### config.mk
export PLATFORM = sky130hd
export DESIGN_NAME = charcell_vtiming
export DESIGN_NICKNAME = d
export VERILOG_FILES = /design/src/rtl/charcell_vtiming_pkg.sv /design/src/rtl/charcell_wrap_ctr.sv /design/src/rtl/charcell_span_sync.sv /design/src/rtl/charcell_enable.sv /design/src/rtl/charcell_vtiming.sv
export SDC_FILE = /design/constraint.sdc
export NUM_CORES = 1
export LEC_CHECK = 0
export ABC_CLOCK_PERIOD_IN_PS = 2200
export CAP_MARGIN = 0
export CORE_ASPECT_RATIO = 1.25
export CORE_MARGIN = 4
export CORE_UTILIZATION = 46
export CTS_CLUSTER_SIZE = 40
export DETAILED_ROUTE_END_ITERATION = 8
export GPL_TIMING_DRIVEN = 0
export PLACE_DENSITY = 0.81
export SYNTH_ARGS = -nofsm -noshare
export SYNTH_HDL_FRONTEND = slang
export SYNTH_SLANG_ARGS = --single-unit
### constraint.sdc
create_clock -name clk -period 2.2 [get_ports clk]
set_input_delay 0.33 -clock clk [delete_from_list [all_inputs] [get_ports clk]]
set_output_delay 0.33 -clock clk [all_outputs]
set_load 0.05 [all_outputs]
### src/rtl/charcell_vtiming_pkg.sv
// Package: charcell_vtiming_pkg
// Default raster geometry for the character-cell timing generator, plus a
// helper that tests whether a count falls inside a half-open span.
// Assumes all geometry values are positive and fit in 32-bit ints.
package charcell_vtiming_pkg;

    // Default horizontal geometry, counted in character cells of CELL_PIX pixels
    localparam int DEF_CELL_PIX    = 6;
    localparam int DEF_COLS_TOTAL  = 114;
    localparam int DEF_COLS_SHOWN  = 80;
    localparam int DEF_HS_COL      = 88;
    localparam int DEF_HS_COLS     = 10;

    // Default vertical geometry, counted in lines
    localparam int DEF_LINES_TOTAL = 263;
    localparam int DEF_SHOWN_FIRST = 0;
    localparam int DEF_SHOWN_LINES = 240;
    localparam int DEF_VS_LINE     = 243;
    localparam int DEF_VS_LINES    = 3;

    // Sync polarity encoding: value of the pin while sync is active
    localparam logic POL_ACTIVE_LOW  = 1'b0;
    localparam logic POL_ACTIVE_HIGH = 1'b1;

    // True when value lies in [first, first+len)
    function automatic logic in_span(input int value, input int first, input int len);
        return (value >= first) && (value < first + len);
    endfunction

endpackage

### src/rtl/charcell_wrap_ctr.sv
// Module: charcell_wrap_ctr
// Modulo-MODULUS counter that advances on step_i and flags the step on
// which it returns to zero. Three of these are chained to form the pixel,
// column and line counters of the raster.
// Assumes MODULUS >= 2 and W wide enough to hold MODULUS-1.
module charcell_wrap_ctr #(
    parameter int MODULUS = 6,
    parameter int W       = $clog2(MODULUS)
) (
    input  logic         clk,
    input  logic         rst_n,
    input  logic         step_i,
    output logic [W-1:0] cnt_o,
    output logic         wrap_o
);

    localparam logic [W-1:0] LAST = W'(MODULUS - 1);

    logic [W-1:0] cnt_q;
    logic         at_last;

    // Detect the terminal count
    always_comb begin
        at_last = (cnt_q == LAST);
    end

    // Advance, wrap, or clear the count
    always_ff @(posedge clk) begin
        if (!rst_n) begin
            cnt_q <= '0;
        end else if (step_i) begin
            if (at_last) begin
                cnt_q <= '0;
            end else begin
                cnt_q <= cnt_q + 1'b1;
            end
        end
    end

    // Drive outputs from the register and the carry term
    always_comb begin
        cnt_o  = cnt_q;
        wrap_o = step_i && at_last;
    end

    // the count never leaves its range
    assert_in_range_R1: assert property (@(posedge clk) disable iff (!rst_n)
        cnt_o <= LAST)
        else $error("counter out of range");

    // stepping at the terminal count returns to zero
    assert_wrap_to_zero_R2: assert property (@(posedge clk) disable iff (!rst_n)
        (step_i && cnt_o == LAST) |=> (cnt_o == '0))
        else $error("counter did not wrap");

    // with no step the count holds
    assert_hold_without_step_R3: assert property (@(posedge clk) disable iff (!rst_n)
        (!step_i) |=> $stable(cnt_o))
        else $error("counter moved without a step");

    // a step below the terminal count adds exactly one
    assert_step_adds_one_R1: assert property (@(posedge clk) disable iff (!rst_n)
        (step_i && cnt_o != LAST) |=> (cnt_o == $past(cnt_o) + 1'b1))
        else $error("counter skipped");

endmodule

### src/rtl/charcell_span_sync.sv
// Module: charcell_span_sync
// Turns a raster count into a sync pin that sits at ACTIVE_LVL while the
// count lies in [FIRST, FIRST+LEN) and at the opposite level otherwise.
// Used once for the horizontal sync (column count) and once for the vertical
// sync (line count). Assumes FIRST+LEN fits in W+1 bits.
module charcell_span_sync #(
    parameter int   W          = 7,
    parameter int   FIRST      = 88,
    parameter int   LEN        = 10,
    parameter logic ACTIVE_LVL = 1'b0
) (
    input  logic         clk,
    input  logic         rst_n,
    input  logic [W-1:0] cnt_i,
    output logic         sync_o
);

    localparam logic [W:0] LO = (W+1)'(FIRST);
    localparam logic [W:0] HI = (W+1)'(FIRST + LEN);

    logic hit;

    // Decide whether the count lies inside the sync span
    always_comb begin
        hit = ({1'b0, cnt_i} >= LO) && ({1'b0, cnt_i} < HI);
    end

    // Map the span onto the requested pin polarity
    always_comb begin
        sync_o = hit ? ACTIVE_LVL : ~ACTIVE_LVL;
    end

    // the pin sits at the active level only inside the span
    assert_sync_only_in_span_R5: assert property (@(posedge clk) disable iff (!rst_n)
        (sync_o == ACTIVE_LVL) |-> ({1'b0, cnt_i} >= LO && {1'b0, cnt_i} < HI))
        else $error("sync active outside its span");

    // the pin does not change while the count holds still
    assert_sync_follows_count_R6: assert property (@(posedge clk) disable iff (!rst_n)
        $stable(cnt_i) |-> $stable(sync_o))
        else $error("sync changed with a steady count");

endmodule

### src/rtl/charcell_enable.sv
// Module: charcell_enable
// Marks the visible area: the column is below COLS_SHOWN and the line lies
// in [FIRST_LINE, FIRST_LINE+LINES). Assumes the active area lies inside
// the totals.
module charcell_enable #(
    parameter int COL_W      = 7,
    parameter int LINE_W     = 9,
    parameter int COLS_SHOWN = 80,
    parameter int FIRST_LINE = 0,
    parameter int LINES      = 240
) (
    input  logic              clk,
    input  logic              rst_n,
    input  logic [COL_W-1:0]  col_i,
    input  logic [LINE_W-1:0] line_i,
    output logic              en_o
);

    localparam logic [COL_W:0]  COL_END  = (COL_W+1)'(COLS_SHOWN);
    localparam logic [LINE_W:0] LINE_LO  = (LINE_W+1)'(FIRST_LINE);
    localparam logic [LINE_W:0] LINE_HI  = (LINE_W+1)'(FIRST_LINE + LINES);

    logic col_ok;
    logic line_ok;

    // Horizontal part of the visible window
    always_comb begin
        col_ok = ({1'b0, col_i} < COL_END);
    end

    // Vertical part of the visible window
    always_comb begin
        line_ok = ({1'b0, line_i} >= LINE_LO) && ({1'b0, line_i} < LINE_HI);
    end

    // Combine both parts of the window
    always_comb begin
        en_o = col_ok && line_ok;
    end

    // display enable never shows in the horizontal border
    assert_en_column_bound_R4: assert property (@(posedge clk) disable iff (!rst_n)
        en_o |-> ({1'b0, col_i} < COL_END))
        else $error("enable outside active columns");

    // display enable never shows outside the active lines
    assert_en_line_bound_R4: assert property (@(posedge clk) disable iff (!rst_n)
        en_o |-> ({1'b0, line_i} >= LINE_LO && {1'b0, line_i} < LINE_HI))
        else $error("enable outside active lines");

endmodule

### src/rtl/charcell_vtiming.sv
// Module: charcell_vtiming
// Raster timing for a character-cell text display on one pixel clock.
// A pixel-in-cell counter carries into a column counter, which carries into
// a line counter; display enable and both syncs are decoded from those
// registers with no extra latency. Assumes the sync spans lie inside the
// blanking regions and that all spans fit inside the totals.
module charcell_vtiming
    import charcell_vtiming_pkg::*;
#(
    parameter int   CELL_PIX    = DEF_CELL_PIX,
    parameter int   COLS_TOTAL  = DEF_COLS_TOTAL,
    parameter int   COLS_SHOWN  = DEF_COLS_SHOWN,
    parameter int   HS_COL      = DEF_HS_COL,
    parameter int   HS_COLS     = DEF_HS_COLS,
    parameter int   LINES_TOTAL = DEF_LINES_TOTAL,
    parameter int   SHOWN_FIRST = DEF_SHOWN_FIRST,
    parameter int   SHOWN_LINES = DEF_SHOWN_LINES,
    parameter int   VS_LINE     = DEF_VS_LINE,
    parameter int   VS_LINES    = DEF_VS_LINES,
    parameter logic HS_POL      = POL_ACTIVE_LOW,
    parameter logic VS_POL      = POL_ACTIVE_LOW,
    localparam int  PIX_W       = $clog2(CELL_PIX),
    localparam int  COL_W       = $clog2(COLS_TOTAL),
    localparam int  LINE_W      = $clog2(LINES_TOTAL)
) (
    input  logic              clk,
    input  logic              rst_n,
    output logic              hsync_o,
    output logic              vsync_o,
    output logic              disp_en_o,
    output logic [COL_W-1:0]  cell_col_o,
    output logic [PIX_W-1:0]  cell_pix_o,
    output logic [LINE_W-1:0] line_no_o
);

    logic [PIX_W-1:0]  pix;
    logic [COL_W-1:0]  col;
    logic [LINE_W-1:0] line;
    logic              cell_end;
    logic              line_end;
    logic              field_end;

    // Pixel position inside the current character cell
    charcell_wrap_ctr #(.MODULUS(CELL_PIX), .W(PIX_W)) u_pix_ctr (
        .clk    (clk),
        .rst_n  (rst_n),
        .step_i (1'b1),
        .cnt_o  (pix),
        .wrap_o (cell_end)
    );

    // Character column, advanced once per cell
    charcell_wrap_ctr #(.MODULUS(COLS_TOTAL), .W(COL_W)) u_col_ctr (
        .clk    (clk),
        .rst_n  (rst_n),
        .step_i (cell_end),
        .cnt_o  (col),
        .wrap_o (line_end)
    );

    // Line number, advanced once per full line
    charcell_wrap_ctr #(.MODULUS(LINES_TOTAL), .W(LINE_W)) u_line_ctr (
        .clk    (clk),
        .rst_n  (rst_n),
        .step_i (line_end),
        .cnt_o  (line),
        .wrap_o (field_end)
    );

    // Horizontal sync across a span of columns
    charcell_span_sync #(.W(COL_W), .FIRST(HS_COL), .LEN(HS_COLS), .ACTIVE_LVL(HS_POL)) u_hsync (
        .clk    (clk),
        .rst_n  (rst_n),
        .cnt_i  (col),
        .sync_o (hsync_o)
    );

    // Vertical sync across a span of lines
    charcell_span_sync #(.W(LINE_W), .FIRST(VS_LINE), .LEN(VS_LINES), .ACTIVE_LVL(VS_POL)) u_vsync (
        .clk    (clk),
        .rst_n  (rst_n),
        .cnt_i  (line),
        .sync_o (vsync_o)
    );

    // Visible-area flag
    charcell_enable #(
        .COL_W      (COL_W),
        .LINE_W     (LINE_W),
        .COLS_SHOWN (COLS_SHOWN),
        .FIRST_LINE (SHOWN_FIRST),
        .LINES      (SHOWN_LINES)
    ) u_enable (
        .clk    (clk),
        .rst_n  (rst_n),
        .col_i  (col),
        .line_i (line),
        .en_o   (disp_en_o)
    );

    // Bring the raster position out
    always_comb begin
        cell_pix_o = pix;
        cell_col_o = col;
        line_no_o  = line;
    end

    // the first cycle after reset release starts at the origin, syncs idle
    assert_reset_clear_R7: assert property (@(posedge clk) disable iff (!rst_n)
        $rose(rst_n) |-> (pix == '0 && col == '0 && line == '0
                          && hsync_o == ~HS_POL && vsync_o == ~VS_POL))
        else $error("reset did not clear the raster");

    // the picture is blanked while horizontal sync is active
    assert_blank_in_hsync_R5: assert property (@(posedge clk) disable iff (!rst_n)
        (hsync_o == HS_POL) |-> !disp_en_o)
        else $error("enable during horizontal sync");

    // the picture is blanked while vertical sync is active
    assert_blank_in_vsync_R6: assert property (@(posedge clk) disable iff (!rst_n)
        (vsync_o == VS_POL) |-> !disp_en_o)
        else $error("enable during vertical sync");

    // a field ends only at the end of a line
    assert_field_on_line_end_R3: assert property (@(posedge clk) disable iff (!rst_n)
        field_end |-> (line_end && cell_end))
        else $error("field ended mid-line");

    // the column moves only when a cell completes
    assert_col_needs_cell_R2: assert property (@(posedge clk) disable iff (!rst_n)
        (col != $past(col)) |-> $past(cell_end))
        else $error("column moved mid-cell");

endmodule

==> impl_metrics.toml, run 1 <==
[grt]
grt_max_degree = 11
grt_pass1_wl_um = 3820
antenna_found_initial = 0
grt_pass1_vias = 899
grtUsageTotal = 0.164
grt_overflow_total = 0

[timing]
rsz0062_at_grt = "false"
setup_viol = 0
tns_ns = 0
fin_ws_ns = 0.157
max_clock_freq_mhz = 490
holdWs_ns = 0.443
relSlewSlack = 0.613
finalCritPeriodShare = 0.928
period_needed_ns = 2.04
finalMaxSlewViolations = 0
fin_skew_ns = 0.000708
worstMarginPinSlew_ns = 0.576
hold_viol = 0

[placed_design]
pre_cts_ws_ns = 0.201
dpl.hpwl_um = 1660
io_buffer_count = 23
routabilityCongestion = 0.863

[yosys]
ys_warn_count = 0
yosys_register_bits = 19
syn-cell-area_um2 = 1010
avgSynthCellArea_um2 = 8.41
syn_nets = 129
synth_seq_area_share = 0.377
netlist_instances = 120
ys_types = 36

[clock_network]
cts_tree = "done"
clockBufferDepth = 2
insertion_delay_ns = 0.29
cts_made_buffers = 3
clk_pin_slew_worst_paths_ns = 0.10
root_buffer = "clkbuf_4"
cts_sinks = 19
htree_levels = 1
postCtsSetupRepairBufs = 0

[worst_hold_path]
min_path_cells = 1
hold_class = "reg -> reg"
hold_end = "u_pix_ctr.cnt_o[0]"
hp-start = "u_pix_ctr.cnt_o[0]"

[detailed_routing]
dr_wl_met2_um = 1100
drt_iter0_drc = 10
first_pass_iters = 4
vias = 941
routed_wl_um = 2200
drc = 0
top_layer = "met4"
antenna_left = 0
met3_length_um = 102
drt-met1-wl_um = 963
viasPerCell = 5.63
routedWlPerCell_um = 13.2

[die]
die_y_um = 60.4
core_area_um2 = 2030
initial_utilization = 0.498
io_pins = 24
die-area_um2 = 3010
die_w_um = 49.9
row_count = 18

[cells_and_area]
diodes = 0
nNetsFinal = 157
layout-drive-gt1-share = 0.0748
synthToLayoutAreaGrowth_pct = 28.1
fillCellCount = 183
multiInputGateArea_um2 = 591
layout.area.seq_um2 = 383

[worst_setup_path]
required_ns = 1.87
critPathKind = "reg -> out"
r2r_slack_ns = 0.19
reg2reg_to = "u_line_ctr.cnt_o[3]"
worstPathArrival_ns = 1.71
r2r-start = "u_col_ctr.cnt_o[1]"
crit_path_end_kind = "output port"
startpoint_type = "flip-flop"
path_max_fanout = 8
r2r_cells = 8

[status]
outcome = "complete, no violations"

[power]
power_density_nw_per_um2 = 449
ir_worst_vdd_mv = 0.386
p_leak_nw = 0.429

[flow_run]
max-cap-violations = 0
worst max path at each step:
stage               cells after the start                 from  slack, ns             endpoint
detailed placement                      5  u_line_ctr.cnt_o[1]       0.20              vsync_o
floorplan                               8   u_col_ctr.cnt_o[1]       0.10  u_line_ctr.cnt_o[7]
finish                                  5  u_line_ctr.cnt_o[1]       0.16              vsync_o
CTS                                     4   u_col_ctr.cnt_o[4]       0.02            disp_en_o
global route                            5  u_line_ctr.cnt_o[1]       0.02              vsync_o
global placement                        5  u_line_ctr.cnt_o[1]       0.21              vsync_o
synthesized netlist by cell type, drive strengths merged:
library cell	count	area share
inv	5	0.019
or4	1	0.011
buf	2	0.016
o21ai	4	0.020
dfxtp	19	0.38
o211ai	1	0.0074
nor4b	1	0.0087
or2	1	0.0062
xor2	1	0.0087
xnor2	10	0.087
o21a	1	0.0074
nor3b	1	0.0074
nand4	3	0.025
a21boi	3	0.022
o31ai	1	0.0074
nand2	16	0.059
ha	7	0.087
nor3	6	0.030
nand3b	1	0.0074
or3b	1	0.0087
nor2b	1	0.0062
nand3	6	0.030
nor2	16	0.059
a22oi	1	0.0074
or3	1	0.0062
nor4	4	0.025
nor4bb	1	0.0099
clkbuf	1	0.0037
a21oi	2	0.014
nand4bb	1	0.011
and2	1	0.0062
per-stage QoR:
step	power, mW	instance area, um2	util	cells
after detailed placement	0.414	1270	0.625	163
after global routing	0.611	1290	0.638	167
final	0.581	1290	0.638	167
after global placement	0.412	1270	0.625	163
after floorplan	0.396	1010	-	120
after CTS	0.590	1290	0.637	167
state kept, by name (all words and copies together) (netlist names):
| register | count |
|---|---|
| u_col_ctr.cnt_o | 7 |
| u_pix_ctr.cnt_o | 3 |
| u_line_ctr.cnt_o | 9 |
worst max-delay path: stages, from the launching register on:
cell           delay, ns
dfxtp_1             0.49
ha_1                0.24
nor2_1              0.05
a22oi_1             0.16
nand2_1             0.06
dlygate4sd2_1       0.42
power by group:
group	switching (mW)	leakage (nW)	internal (mW)	total, mW
clock	0.104	0.0150	0.0705	0.175
combinational	0.0335	0.260	0.0173	0.0508
sequential	0.00599	0.154	0.349	0.355
total	0.144	0.429	0.437	0.581
layout make-up:
cell class | instances | area share
Sequential cell | 19 | 0.296
Tap cell | 20 | 0.0193
Buffer | 3 | 0.0155
Timing Repair Buffer | 23 | 0.178
Clock buffer | 4 | 0.0203
Inverter | 5 | 0.0145
Multi-Input combinational cell | 93 | 0.456
placed cells by master, fill, tap and decap left out, types with 4 or more instances in the layout:
| cell | instances |
|---|---|
| ha_1 | 7 |
| nand2_1 | 16 |
| clkdlybuf4s50_1 | 20 |
| nor2_1 | 16 |
| xnor2_1 | 10 |
| nand3_1 | 6 |
| nor3_1 | 6 |
| nor4_1 | 4 |
| inv_1 | 5 |
| dfxtp_1 | 17 |
per-layer routing:
metal / vias up / global-route usage
met5: - / 0
met4: 0 / 0.0830
met3: 5 / 0.0369
met2: 29 / 0.293
met1: 440 / 0.184
li1: 467 / -
cells by family after synthesis:
family                     after synthesis  synth area share
DFF                                     19             0.377
AOI/OAI and AO/OA                       13            0.0855
and+or+nand+nor                         62             0.317
xor gates and xnor gates                11            0.0954
adders and majority gates                7            0.0867
buffers and inverters                    8            0.0384
timing repair:
| action | CTS | global route |
|---|---|---|
| setup endpoints to repair | 2 | 1 |
| gates resized for setup | 2 | 1 |
| hold buffers | 0 | 0 |
Power figures use the tool's default switching activity.
==> run 2: changes to the inputs <==
Settings changed: CORE_MARGIN 4 to not set.
==> run 2 against run 1 <==
Against the previous run:
- the flow now finishes with violations (DRC)
- via count is 0.43% lower
- wire length is 2.7% lower
- fmax is 1.5% lower
- sequential cell count stayed put
- design area stayed put
- cell count stayed put
- non-clock buffer count stayed put
- core utilization stayed put
- die area is 21% lower
- largest cell class unchanged
- largest power group unchanged
==> impl_metrics.toml, run 2 (synthesized netlist as in run 1, its figures left out) <==
[detailed_routing]
first_pass_iters = 6
viasPerCell = 5.61
drc = 3
vias = 937
routed_wl_um = 2140
antenna_left = 0
drt_iter0_drc = 15
routedWlPerCell_um = 12.8

[cells_and_area]
largest_register = "u_line_ctr.cnt_o"
final_cells = 167
synthToLayoutAreaGrowth_pct = 28.1
largest_reg_flops = 9
nNetsFinal = 157
final_common_cell = "clkdlybuf4s50_1"
fin_area_um2 = 1290
mostFrequentLayoutCells = "clkdlybuf4s50_1, dfxtp_1, nand2_1, nor2_1, xnor2_1"
top_regs = "u_line_ctr.cnt_o: 9 flops, u_col_ctr.cnt_o: 7 flops, u_pix_ctr.cnt_o: 3 flops"
layout-drive-gt1-share = 0.0748
diodes = 0

[clock_network]
cts_made_buffers = 3
clk_pin_slew_worst_paths_ns = 0.10
cts_sinks = 19
htree_levels = 1
postCtsSetupRepairBufs = 0
root_buffer = "clkbuf_4"
cts_hold_buffers = 0
clockBufferDepth = 2
cts_tree = "done"
insertion_delay_ns = 0.30

[placed_design]
dpl.hpwl_um = 1630
dpl-instance-area_um2 = 1270
io_buffer_count = 23
routabilityCongestion = 0.864
placedCellCount = 163

[timing]
worstMarginPinSlew_ns = 0.549
relSlewSlack = 0.631
fin_skew_ns = 0.00623
hold_viol = 0
tns_ns = 0
period_needed_ns = 2.07
setup_viol = 0
rsz0062_at_grt = "false"
finalCritPeriodShare = 0.943
holdWs_ns = 0.446
finalMaxSlewViolations = 0
max_clock_freq_mhz = 482

[die]
die-area_um2 = 2390
die_y_um = 54.4
die_w_um = 43.9
row_count = 18
io_pins = 24
initial_utilization = 0.498
core_area_um2 = 2030

[worst_setup_path]
r2r_cells = 7
crit_path_end_kind = "output port"
startpoint_type = "flip-flop"
crit_chain = "ha_1 -> nor2_1 -> a22oi_1 -> nand2_1 -> dlygate4sd2_1"
critPathKind = "reg -> out"
required_ns = 1.87
worstPathArrival_ns = 1.74
max_stage_delay_ns = 0.50
path_max_fanout = 8
slowest_stage = "dfxtp_1"

[grt]
grt_max_degree = 11
grt_pass1_vias = 844
antenna_found_initial = 0
grt_pass1_wl_um = 3590
grt_overflow_total = 0
grtUsageTotal = 0.207

[worst_hold_path]
min_path_cells = 1
hold_class = "reg -> reg"

[power]
ir_worst_vdd_mv = 0.488
p_leak_nw = 0.429
power_mw = 0.581
power_density_nw_per_um2 = 449

[flow_run]
max-cap-violations = 0

[status]
violations = "DRC"
outcome = "complete, but fails checks"
run 2: through the flow:
stage | worst slack [ns] | util
after global routing | 0.00156 | 0.638
after floorplan | 0.105 | -
after global placement | 0.218 | 0.625
after detailed placement | 0.192 | 0.625
final | 0.126 | 0.638
after CTS | 0.0254 | 0.637
run 2: per-layer routing:
layer  up-vias  share of wire  GRT usage  routed length (um)
met3         4          0.038     0.0330                  81
li1        466              -          -                   -
met1       445           0.43      0.216                 922
met2        22           0.51      0.386                1090
met4         0          0.023      0.131                  50
met5         -              0          0                   0
run 2: path summary, 6_finish.rpt:
path                                     startpoint             endpoint  slack, ns
worst min register to register   u_pix_ctr.cnt_o[0]   u_pix_ctr.cnt_o[0]       0.45
worst max register to register   u_pix_ctr.cnt_o[1]  u_line_ctr.cnt_o[7]       0.23
worst max-delay path            u_line_ctr.cnt_o[1]              vsync_o       0.13
worst min-delay path             u_pix_ctr.cnt_o[0]   u_pix_ctr.cnt_o[0]       0.45
run 2: what timing repair did:
item                                    CTS  global route
resized for setup                         2             1
endpoints found under the setup margin    2             1
endpoints found under the hold margin     0             0
run 2: area by class of cell:
| cell class | instances | area [um2] |
|---|---|---|
| well taps | 20 | 25.0 |
| clock buffers | 4 | 26.3 |
| plain buffers | 3 | 20.0 |
| repair buffers | 23 | 230 |
| fillers | 181 | 733 |
| flip-flops and latches | 19 | 383 |
| inverters | 5 | 18.8 |
| multi-input cells | 93 | 591 |
run 2: power by group:
part / internal (mW) / switching (mW) / leakage [nW]
logic: 0.0170 / 0.0334 / 0.260
registers: 0.349 / 0.00608 / 0.154
clock network: 0.0706 / 0.104 / 0.0150
total: 0.437 / 0.144 / 0.429
run 2: worst max-delay path: cells and delay by family, from the launching register on:
kind | cells | cell delay (ns)
AOI/OAI and AO/OA | 1 | 0.16
adders and majority gates | 1 | 0.26
buffers and inverters | 1 | 0.42
DFF | 1 | 0.50
and+or+nand+nor | 2 | 0.11
